==> config.mk <==
export PLATFORM = sky130hd
export DESIGN_NAME = i2cm_tx_master
export DESIGN_NICKNAME = d
export VERILOG_FILES = /design/src/rtl/i2cm_pkg.sv /design/src/rtl/i2cm_tick.sv /design/src/rtl/i2cm_busmon.sv /design/src/rtl/i2cm_tx_master.sv
export SDC_FILE = /design/constraint.sdc
export NUM_CORES = 1
export LEC_CHECK = 0
export BUFFER_PORTS_ARGS = -buffer_cell sky130_fd_sc_hd__buf_2
export CORE_MARGIN = 3
export CORE_UTILIZATION = 55
export CTS_CLUSTER_SIZE = 20
export DETAILED_ROUTE_END_ITERATION = 8
export HOLD_SLACK_MARGIN = 0.02
export PLACE_DENSITY = 0.76
export SYNTH_ARGS = -nofsm -noshare
export SYNTH_HDL_FRONTEND = slang
export SYNTH_HIERARCHICAL = 1
export SYNTH_SLANG_ARGS = --single-unit
==> constraint.sdc <==
create_clock -name clk -period 5 [get_ports clk]
set_input_delay 0.5 -clock clk [delete_from_list [all_inputs] [get_ports clk]]
set_output_delay 0.5 -clock clk [all_outputs]
set_load 0.01 [all_outputs]
==> src/rtl/i2cm_pkg.sv <==
package i2cm_pkg;

  localparam logic [7:0] ST_START   = 8'h08;
  localparam logic [7:0] ST_RSTART  = 8'h10;
  localparam logic [7:0] ST_AW_ACK  = 8'h18;
  localparam logic [7:0] ST_AW_NACK = 8'h20;
  localparam logic [7:0] ST_D_ACK   = 8'h28;
  localparam logic [7:0] ST_D_NACK  = 8'h30;
  localparam logic [7:0] ST_ARB     = 8'h38;
  localparam logic [7:0] ST_NONE    = 8'hF8;

  typedef enum logic [2:0] {
    S_IDLE, S_WFREE, S_START, S_BYTE, S_HOLD, S_STOP, S_LOST, S_RXH
  } mst_state_e;

  typedef struct packed {
    mst_state_e  st;
    logic [1:0]  ph;
    logic [3:0]  bitn;
    logic [7:0]  sh;
    logic [7:0]  stat;
    logic        flag;
    logic        sta;
    logic        sto;
    logic        addr;
    logic        rep;
    logic        rd;
    logic        ack;
    logic        scl;
    logic        sda;
  } mst_ctx_t;

endpackage

==> src/rtl/i2cm_tick.sv <==
module i2cm_tick #(
  parameter int DIVW = 8
) (
  input  logic            clk,
  input  logic            rst_n,
  input  logic            run,
  input  logic [DIVW-1:0] div,
  output logic            tick
);

  logic [DIVW-1:0] cnt_q;
  logic [DIVW-1:0] cnt_d;

  always_comb begin
    cnt_d = cnt_q;
    if (!run)               cnt_d = '0;
    else if (cnt_q == '0)   cnt_d = div;
    else                    cnt_d = cnt_q - 1'b1;
  end

  always_ff @(posedge clk or negedge rst_n) begin
    if (!rst_n) cnt_q <= '0;
    else        cnt_q <= cnt_d;
  end

  assign tick = run && (cnt_q == '0);

endmodule

==> src/rtl/i2cm_busmon.sv <==
module i2cm_busmon (
  input  logic clk,
  input  logic rst_n,
  input  logic scl,
  input  logic sda,
  output logic busy
);

  logic scl_q;
  logic sda_q;
  logic busy_q;
  logic busy_d;
  logic st_seen;
  logic sp_seen;

  assign st_seen = scl && scl_q && sda_q && !sda;
  assign sp_seen = scl && scl_q && !sda_q && sda;

  always_comb begin
    busy_d = busy_q;
    if (st_seen)      busy_d = 1'b1;
    else if (sp_seen) busy_d = 1'b0;
  end

  always_ff @(posedge clk or negedge rst_n) begin
    if (!rst_n) begin
      scl_q  <= 1'b1;
      sda_q  <= 1'b1;
      busy_q <= 1'b0;
    end else begin
      scl_q  <= scl;
      sda_q  <= sda;
      busy_q <= busy_d;
    end
  end

  assign busy = busy_q;

endmodule

==> src/rtl/i2cm_tx_master.sv <==
module i2cm_tx_master
  import i2cm_pkg::*;
#(
  parameter int DIVW = 8
) (
  input  logic            clk,
  input  logic            rst_n,
  input  logic            ctl_wr,
  input  logic            ctl_en,
  input  logic            ctl_sta,
  input  logic            ctl_sto,
  input  logic            ctl_go,
  input  logic            dat_wr,
  input  logic [7:0]      dat_in,
  input  logic [DIVW-1:0] div_cfg,
  input  logic            scl_in,
  input  logic            sda_in,
  output logic            scl_oe,
  output logic            sda_oe,
  output logic [7:0]      status,
  output logic            flag,
  output logic            stop_pend,
  output logic            bus_busy,
  output logic            rx_handoff
);

  localparam logic [3:0] ACK_SLOT = 4'd8;

  logic [1:0] rs_q;
  logic       rst_i;
  logic       en_q;
  logic [7:0] dat_q;
  logic       tick;
  logic       adv;
  logic       go;
  mst_ctx_t   q;
  mst_ctx_t   d;

  // asynchronous assert, synchronous release
  always_ff @(posedge clk or negedge rst_n) begin
    if (!rst_n) rs_q <= 2'b00;
    else        rs_q <= {rs_q[0], 1'b1};
  end
  assign rst_i = rs_q[1];

  i2cm_tick #(.DIVW(DIVW)) u_tick (
    .clk (clk), .rst_n (rst_i), .run (en_q), .div (div_cfg), .tick (tick)
  );

  i2cm_busmon u_busmon (
    .clk (clk), .rst_n (rst_i), .scl (scl_in), .sda (sda_in), .busy (bus_busy)
  );

  assign go  = ctl_wr && ctl_go;
  // the high phase waits for SCL to be seen high (clock stretching)
  assign adv = tick && !(q.ph == 2'd2 && !scl_in);

  always_comb begin
    d = q;
    if (ctl_wr) begin
      d.sta = ctl_sta;
      d.sto = ctl_sto;
    end
    if (go) begin
      d.flag = 1'b0;
      d.stat = ST_NONE;
    end
    unique case (q.st)
      S_IDLE: begin
        d.scl = 1'b0;
        d.sda = 1'b0;
        if (go && ctl_sta) d.st = S_WFREE;
      end
      S_WFREE: begin
        if (tick && !bus_busy) begin
          d.st  = S_START;
          d.ph  = 2'd0;
          d.rep = 1'b0;
        end
      end
      S_LOST: begin
        if (go) d.st = ctl_sta ? S_WFREE : S_IDLE;
      end
      S_HOLD: begin
        if (go) begin
          d.ph = 2'd0;
          if (ctl_sto) begin
            d.st = S_STOP;
          end else if (ctl_sta) begin
            d.st  = S_START;
            d.rep = 1'b1;
          end else begin
            d.st   = S_BYTE;
            d.sh   = dat_q;
            d.bitn = 4'd0;
            d.rd   = q.addr && dat_q[0];
          end
        end
      end
      S_RXH: begin
        if (go && ctl_sto) begin
          d.st = S_STOP;
          d.ph = 2'd0;
        end
      end
      S_START: begin
        if (adv) begin
          d.ph = q.ph + 2'd1;
          unique case (q.ph)
            2'd0: d.sda = 1'b0;
            2'd1: d.scl = 1'b0;
            2'd2: d.sda = 1'b1;
            2'd3: begin
              d.scl  = 1'b1;
              d.st   = S_HOLD;
              d.flag = 1'b1;
              d.stat = q.rep ? ST_RSTART : ST_START;
              d.addr = 1'b1;
              d.sta  = 1'b0;
            end
          endcase
        end
      end
      S_STOP: begin
        if (adv) begin
          d.ph = q.ph + 2'd1;
          unique case (q.ph)
            2'd0: d.sda = 1'b1;
            2'd1: d.scl = 1'b0;
            2'd2: begin
              d.sda = 1'b0;
              d.sto = 1'b0;
            end
            2'd3: d.st = q.sta ? S_WFREE : S_IDLE;
          endcase
        end
      end
      S_BYTE: begin
        if (adv) begin
          d.ph = q.ph + 2'd1;
          unique case (q.ph)
            2'd0: d.sda = (q.bitn == ACK_SLOT) ? 1'b0 : !q.sh[7];
            2'd1: d.scl = 1'b0;
            2'd2: begin
              if (q.bitn == ACK_SLOT) begin
                d.ack = !sda_in;
              end else if (!q.sda && !sda_in) begin
                d.st   = S_LOST;
                d.scl  = 1'b0;
                d.sda  = 1'b0;
                d.flag = 1'b1;
                d.stat = ST_ARB;
              end
            end
            2'd3: begin
              d.scl = 1'b1;
              if (q.bitn == ACK_SLOT) begin
                d.addr = 1'b0;
                if (q.rd) begin
                  d.st = S_RXH;
                end else begin
                  d.st   = S_HOLD;
                  d.flag = 1'b1;
                  if (q.addr) d.stat = q.ack ? ST_AW_ACK : ST_AW_NACK;
                  else        d.stat = q.ack ? ST_D_ACK  : ST_D_NACK;
                end
              end else begin
                d.bitn = q.bitn + 4'd1;
                d.sh   = {q.sh[6:0], 1'b0};
              end
            end
          endcase
        end
      end
      default: d.st = S_IDLE;
    endcase
    if (!en_q) begin
      d.st   = S_IDLE;
      d.scl  = 1'b0;
      d.sda  = 1'b0;
      d.flag = 1'b0;
      d.stat = ST_NONE;
    end
  end

  always_ff @(posedge clk or negedge rst_i) begin
    if (!rst_i) begin
      q      <= '0;
      q.stat <= ST_NONE;
    end else begin
      q <= d;
    end
  end

  always_ff @(posedge clk or negedge rst_i) begin
    if (!rst_i)      en_q <= 1'b0;
    else if (ctl_wr) en_q <= ctl_en;
  end

  always_ff @(posedge clk or negedge rst_i) begin
    if (!rst_i)      dat_q <= '0;
    else if (dat_wr) dat_q <= dat_in;
  end

  assign scl_oe     = q.scl;
  assign sda_oe     = q.sda;
  assign status     = q.stat;
  assign flag       = q.flag;
  assign stop_pend  = q.sto;
  assign rx_handoff = (q.st == S_RXH);

endmodule

==> metrics.txt, run 1 <==
flops & latches, synth 56; Post-synth EDFFs 0; Site Rows 27; Syn-to-layout area delta 7.29%; routed vias 2579; largest family of logic cells by synthesized area compound AO/OA/AOI/OAI gates; Crit path buffers/inverters 0; area occupied by multi-input gates 0.00163 mm²; Final nets 392; wire per inst 16.2 µm; pwr/cell area 389 mW/mm²; Final period util 64.2%; hpwl dp 4970 µm; internal power 0.840 mW; most frequent cells in the layout 48 x dfrtp_1, 39 x buf_2, 32 x nor2_1; crit-path leading delay family simple AND/OR/NAND/NOR gates; flop2flop setup slack 1790 ps; CP cell instances or4_4 > or3_4 > nor2_1 > a31oi_1 > o311ai_0 > a21boi_0 > a41o_1; final hold vios 0; Slew Limit Fails 0; Fill cells 516; status finished, final reports clean; share of layout cells above drive strength 1 22.9%; synth unique cells 64; Critical Setup Path Class register to register; type of the worst min-delay path primary input to register; die width 82.8 µm; routed wire length 6980 µm; Top FF cell, synth dfrtp_1; hold_sp scl_in; post-synthesis simple-gate area fraction 19.3%; synthesized cell area 0.00325 mm²; combinational power share 35.3%; largest net degree at the start of global routing 55; postcts setup bufs 0; Seq/Total Area, Yosys 43.4%; final setup fails 0; max frequency 312 MHz; port buffer count 39; CP max stage cell o311ai_0; fin crit period 3210 ps; FF-to-FF path depth 7; Vias per Instance 6.00; Reg-to-Reg End scl_oe; synthesized netlist cell count 337; Sw Share 38.1%; unrepaired setup endpoints after global routing false; flip-flop and latch area 0.00141 mm²; Syn Nets 372; proportion of synthesized area in mux cells 6.59%; DR iter-0 viols 273; Synth area leader dfrtp_1; Synth Area in Compound Gates 20.1%; first-pass GRT wire length 12000 µm; vias in the first global route 2539; clk sinks 56; top cell type's share of synthesized area 37.8%; Worst setup SP type register; core area 0.00561 mm²; Clock Tree Root clkbuf_8; setup TNS 0 ps; final hold slack 314 ps; Clk Latency, worst-skew pair 320 ps; critical path data arrival time 3430 ps; P_leak 1.59 nW; syn avg cell area 9.63 µm²; hold path cells 1; Psw 0.516 mW; Clock transition at path regs 100 ps; Post-Synth Adder-Cell Area 3.47%; synth top area cells dfrtp_1 38%, dfstp_2 5.7%, mux2_2 3.8%; warnings from Yosys 6; Tot GR Track Use 21.1%; GP Congestion 0.937; xor/xnor share of the synthesized area 0.810%; Initial Util 57.9%; sequential fraction of design power 46.3%; Post-Layout Cell Count 430; Vert. Die Dim 82.8 µm; CTS tree built; H-tree depth 2; Worst R2R Start u_tick/cnt_q[4]; global route total overflow 0; post-place setup slack 1830 ps; critical path data required time 5220 ps; Post-Place Cells 421; Worst Tran Pin Value 838 ps; commonest non-fill, non-tap cell in the layout dfrtp_1; setup ws final 1790 ps; worst-case clock buffer depth 2; Max Cap Viol 0; Ant. Diodes 0; Crit. End Element register; I/O pin total 40; post-route ant nets 0; Initial DRT Pass Iterations 5; die area 0.00686 mm²; initial antenna violation count 0; hold worst-path end u_busmon/scl_q; fraction of registers with async set/reset 100%; CP max stage delay 600 ps; relative slew slack 44.2%; TritonCTS Buffers 5; clock network fraction of total power 18.4%; Worst Skew 4.76 ps; Critical Path Fanout Max 11; Max VDD drop 0.274 mV; Residual DRC 0
## sequential cells by signal, indices dropped and copies added (netlist names)
signal          count
dat_q               8
en_q                1
flag                1
q                  22
rs_q                2
scl_oe              1
sda_oe              1
status              8
stop_pend           1
u_busmon/busy       1
u_busmon/scl_q      1
u_busmon/sda_q      1
u_tick/cnt_q        8
## Yosys cell counts (all sizes together) (2+ instances only)
master	instances
a211oi	4
a21boi	2
a21o	3
a21oi	19
a22oi	8
a311oi	2
a31oi	9
a41o	2
and2	4
and3	3
and3b	3
and4	4
buf	13
clkbuf	15
dfrtp	49
dfstp	7
ha	9
inv	12
mux2	11
mux2i	9
nand2	23
nand2b	8
nand3	10
nand3b	3
nand4b	2
nor2	32
nor2b	6
nor3	5
o2111ai	2
o211ai	2
o21ai	21
o22ai	3
o31ai	6
or3	3
or4	2
xnor2	2
## worst max path at each step
stage                               start      to  slack (ps)  depth (start not counted)
after floorplan           u_tick/cnt_q[4]  scl_oe        2170                          9
after global placement    u_tick/cnt_q[4]  scl_oe        1960                          7
after detailed placement  u_tick/cnt_q[4]  scl_oe        1830                          7
after CTS                 u_tick/cnt_q[0]  scl_oe        1810                          9
after global routing      u_tick/cnt_q[0]  scl_oe        1460                          9
final                     u_tick/cnt_q[4]  scl_oe        1790                          7
## final cells by class
class	instances	area share, %
Tap cell	72	2.59
Timing Repair Buffer	41	6.11
Clock inverter	2	0.467
Multi-Input combinational cell	241	46.9
Clock buffer	6	2.08
Inverter	12	1.29
Sequential cell	56	40.5
## power groups by stage
stage / Clock [mW] / Sequential, mW / Combinational (mW)
6_report: 0.250 / 0.628 / 0.478
5_1_grt: 0.279 / 0.642 / 0.536
4_1_cts: 0.257 / 0.626 / 0.477
3_5_place_dp: 0 / 0.635 / 0.475
3_3_place_gp: 0 / 0.633 / 0.463
2_1_floorplan: 0 / 0.603 / 0.402
## stage by stage
stage | power (mW) | util, % | area, µm²
2_1_floorplan | 1.00 | - | 3250
3_3_place_gp | 1.10 | 60.3 | 3380
3_5_place_dp | 1.11 | 60.3 | 3380
4_1_cts | 1.36 | 62.1 | 3480
5_1_grt | 1.46 | 62.1 | 3480
6_report | 1.36 | 62.1 | 3480
## routing by layer
metal / wire [µm] / track usage [%] / part of all wire (%) / up-vias
li1: - / - / - / 1249
met1: 3210 / 27.2 / 46 / 1255
met2: 3350 / 36.2 / 48 / 68
met3: 327 / 4.27 / 4.7 / 7
met4: 92 / 5.20 / 1.3 / 0
met5: 0 / 0 / 0 / -
## timing repair
action,4_1_cts,5_1_grt
setup endpoints to repair,0,0
hold buffers,1,0
endpoints found under the hold margin,2,0
resized for setup,0,0
## logic make-up (layout without fill, tap and decap cells)
group	Yosys count	count (layout)
compound gates	93	93
xor+xnor	3	3
fa+ha+maj	9	9
buf+inv	40	61
flops	56	56
mux	20	20
other cells	1	1
simple gates	115	115
(Power assumes the default switching activity.)
==> run 2, diff against run 1 <==
clock period = 3.15 ns   (was 5 ns; I/O delays follow)
==> run 2 against run 1 <==
- core utilization rose by 0.98 points
- sequential share of layout area fell by 0.63 points
- clock power rose by 62%
- combinational power rose by 71%
- global-route usage rose by 0.33 points
- clock skew rose by 6.6 ps
- largest power group unchanged
- via count rose by 2.5%
- largest cell class unchanged
- fmax rose by 8.6%
- count of clock-buffer cells in the layout fell by 1
- cell area rose by 1.6%
- first-iteration DRC count rose by 19%
==> metrics.txt, run 2 (synthesis gave the netlist of run 1 again) <==
status finished, final reports clean; Clk Latency, worst-skew pair 310 ps; CP cell instances or4_4 > or3_4 > nor2_1 > nor2b_1 > nand4_1 > nor2_1 > a31oi_1 > and4_1; Clock transition at path regs 110 ps; Critical Path Fanout Max 11; combinational power share 37.1%; Psw 0.845 mW; Worst Skew 11.3 ps; Residual DRC 0; hpwl dp 5220 µm; Reg with most FFs q; final hold vios 0; Final period util 93.8%; Vert. Die Dim 82.8 µm; I/O pin total 40; die area 0.00686 mm²; die width 82.8 µm; unrepaired setup endpoints after global routing false; max frequency 338 MHz; Sw Share 38.4%; Initial Util 57.9%; global route total overflow 0; Clock Tree Root clkbuf_8; cell mode on critical path nor2_1; Slew Limit Fails 0; Syn-to-layout area delta 8.98%; Initial DRT Pass Iterations 5; DR iter-0 viols 324; internal power 1.35 mW; WL met1 3220 µm; CP max stage delay 560 ps; type of the worst min-delay path primary input to register; Worst setup SP type register; port buffer count 39; Routed met2 length 3560 µm; Site Rows 27; routed vias 2644; relative slew slack 28.5%; Final nets 399; worst-case clock buffer depth 2; Ant. Diodes 0; Top Layer Used met4; Critical Setup Path Class register to register; H-tree depth 2; Max VDD drop 0.429 mV; first-pass GRT wire length 12300 µm; final setup fails 0; wire per inst 16.5 µm; TritonCTS Buffers 5; share of layout cells above drive strength 1 24.7%; fin util 63.1%; routed wire length 7210 µm; clk sinks 56; largest net degree at the start of global routing 52; Vias per Instance 6.05; critical path data arrival time 3170 ps; post-route ant nets 0; max reg flops 22; critical path data required time 3360 ps; Worst Tran Pin Value 1070 ps; commonest non-fill, non-tap cell in the layout dfrtp_1; hold path cells 1; initial antenna violation count 0; fin crit period 2950 ps; Crit. End Element register; sequential fraction of design power 44.5%; pwr/cell area 621 mW/mm²; P_leak 1.64 nW; setup TNS 0 ps; FF-to-FF path depth 8; clock network fraction of total power 18.4%; Max Cap Viol 0; GP Congestion 0.919; vias in the first global route 2525; core area 0.00561 mm²; met3 WL 331 µm; CP max stage cell or4_4; postcts setup bufs 0; Tot GR Track Use 21.4%; most frequent cells in the layout 48 x dfrtp_1, 39 x buf_2, 32 x nor2_1; PostCTS Resize Cnt 0; CTS tree built
==> run 2: power groups by stage <==
stage | combinational [mW] | clock, mW | sequential, mW
6_report | 0.815 | 0.404 | 0.979
5_1_grt | 0.921 | 0.446 | 0.997
4_1_cts | 0.806 | 0.413 | 0.977
3_5_place_dp | 0.801 | 0 | 0.990
3_3_place_gp | 0.776 | 0 | 0.984
2_1_floorplan | 0.638 | 0 | 0.957
==> run 2: area by class of cell <==
type	count	area, µm²
fill	484	2070
sequential	56	1410
inverter	12	45.0
multi-input combinational	241	1630
clock inverter	3	22.5
tap	72	90.1
timing repair buffer	48	265
clock buffer	5	68.8
==> run 2: stage by stage <==
stage	hold slack, ps	instance area, µm²	worst slack (ps)	instances	power (mW)
CTS	126	3540	266	437	2.20
global route	115	3540	31.1	437	2.36
floorplan	19.4	3250	315	337	1.60
finish	134	3540	196	437	2.20
detailed placement	105	3440	303	428	1.79
global placement	101	3440	354	428	1.76
==> run 2: worst max-delay path: cells and delay by family, from the launching register on <==
kind / cells / cell delay (ps)
flip-flops: 1 / 420
AO/OA/AOI/OAI: 1 / 110
AND/OR/NAND/NOR: 7 / 2330
==> run 2: timing repair <==
item / 4_1_cts / 5_1_grt
hold buffers: 1 / 0
endpoints found under the setup margin: 0 / 0
hold endpoints to repair: 2 / 0
==> run 2: per-layer routing <==
layer / GRT usage [%] / up-vias
met5: 0 / -
met4: 5.05 / 0
met3: 4.07 / 14
met2: 34.3 / 81
met1: 30.2 / 1287
li1: - / 1262
==> run 2: worst paths after layout <==
kind | from | endpoint | slack, ps
worst max-delay path | u_tick/cnt_q[4] | status[1] | 200
worst min-delay path | scl_in | u_busmon/scl_q | 130
worst max register to register | u_tick/cnt_q[4] | status[1] | 200
worst min register to register | rs_q[0] | rs_q[1] | 370
max in group asynchronous | rs_q[1] | status[7] | 1900
min in group asynchronous | rst_n | rs_q[1] | 310
==> run 3, diff against run 2 <==
CORE_UTILIZATION = 47   (was 55)
PLACE_DENSITY = 0.69   (was 0.76)
clock period = 2.55 ns   (was 3.15 ns; I/O delays follow)
==> run 3 against run 2 <==
- sequential power up 20%
- total power grew 37%
- worst setup slack worse by 140 ps
- hold slack worse by 61 ps
- critical path depth is 1 higher
- combinational power rose by 52%
- fmax grew 18%
==> metrics.txt, run 3 (synthesis gave the netlist of run 1 again) <==
status finished, final reports clean; Worst Skew 2.01 ps; Site Rows 29; wire per inst 16.5 µm; critical path data arrival time 2710 ps; routed vias 2726; grt met3 use 3.78%; Post-Place Cells 444; Clk Latency, worst-skew pair 310 ps; initial antenna violation count 0; Fill cells 581; Vias per Instance 5.90; critical path data required time 2760 ps; Worst R2R Start u_tick/cnt_q[3]; flip-flop and latch area 0.00141 mm²; Tot GR Track Use 20.3%; Max Cap Viol 0; max reg flops 22; FF-to-FF path depth 9; Vert. Die Dim 89.1 µm; die area 0.00794 mm²; final hold slack 72.9 ps; port buffer count 39; hold_sp scl_in; type of the worst min-delay path primary input to register; post-route ant nets 0; max frequency 401 MHz; clk sinks 56; P_leak 1.76 nW; H-tree depth 2; relative slew slack 36.0%; Initial Util 49.7%; CP cell instances or4_4 > or3_4 > nor2_4 > buf_6 > nor2b_4 > nand4_1 > nor2_2 > a31oi_2 > and4_1; overall power 3.01 mW; hold worst-path end u_busmon/scl_q; area occupied by multi-input gates 0.00170 mm²; TritonCTS Buffers 5; pwr/cell area 793 mW/mm²; Clock transition at path regs 100 ps; Reg-to-Reg End status[2]; CTS tree built; CP max stage delay 550 ps; core area 0.00653 mm²; crit-path leading delay family simple AND/OR/NAND/NOR gates; die width 89.1 µm; routing usage on met1 28.1%; final setup fails 0; Final nets 419; first-pass GRT wire length 12600 µm; routed wire length 7600 µm; Crit. End Element register; hold path cells 1; Worst setup SP type register; CP max stage cell or4_4; fin crit period 2500 ps; Worst Tran Pin Value 960 ps; Crit path buffers/inverters 1; share of layout cells above drive strength 1 31.7%; Critical Setup Path Class register to register; flop2flop setup slack 50 ps; most frequent cells in the layout 48 x dfrtp_1, 39 x buf_2, 30 x nor2_1; unrepaired setup endpoints after global routing true; largest net degree at the start of global routing 45; Reg with most FFs q; Max VDD drop 0.476 mV; GR Util met2 32.2%; Residual DRC 0; Critical Path Fanout Max 8; Post-Layout Cell Count 462; vias in the first global route 2601; grt peak-use layer met2; Final period util 97.9%; Ant. Diodes 0; final hold vios 0; Syn-to-layout area delta 16.9%; DR iter-0 viols 263; worst-case clock buffer depth 2; global route total overflow 0; setup TNS 0 ps; GP Congestion 0.952; Slew Limit Fails 0; critical path depth in cells 9; I/O pin total 40; Clock Tree Root clkbuf_8; Initial DRT Pass Iterations 4; commonest non-fill, non-tap cell in the layout dfrtp_1; hpwl dp 5300 µm
## run 3: per-layer routing
layer	vias to the layer above	wire length (µm)
li1	1320	-
met1	1295	3480
met2	94	3530
met3	17	454
met4	0	129
met5	-	0
## run 3: power by group
part	internal, mW	switching, mW	total, mW
sequential	1.05	0.125	1.17
combinational	0.568	0.671	1.24
clock	0.297	0.298	0.596
## run 3: area by class of cell
class | count | area share [%]
Multi-Input combinational cell | 241 | 44.9
Sequential cell | 56 | 37.2
Timing Repair Buffer | 68 | 11.2
Tap cell | 77 | 2.54
Clock buffer | 6 | 1.91
Inverter | 12 | 1.19
Clock inverter | 2 | 1.02
## run 3: through the flow
step | utilization (%) | worst slack, ps | cell area, µm²
after floorplan | - | 11.4 | 3270
after global placement | 54.2 | 62.5 | 3540
after detailed placement | 54.2 | 33.3 | 3540
after CTS | 56.3 | 2.62 | 3680
after global routing | 58.1 | -49.4 | 3790
final | 58.1 | 53.6 | 3790
## run 3: how the worst max path moves through the flow
stage                         start   endpoint  slack, ps
global placement    u_tick/cnt_q[4]  status[0]         60
CTS                 u_tick/cnt_q[4]  status[2]          3
global route        u_tick/cnt_q[3]  status[2]        -50
finish              u_tick/cnt_q[3]  status[2]         50
floorplan           u_tick/cnt_q[4]  status[0]         10
detailed placement  u_tick/cnt_q[4]  status[2]         30
## run 3: repair_timing
action                                  4_1_cts  5_1_grt
hold buffers                                  1        0
setup buffers                                 1        8
pin swaps                                     2        6
resized for setup                             1       14
endpoints found under the hold margin         2        0
endpoints found under the setup margin        5       21
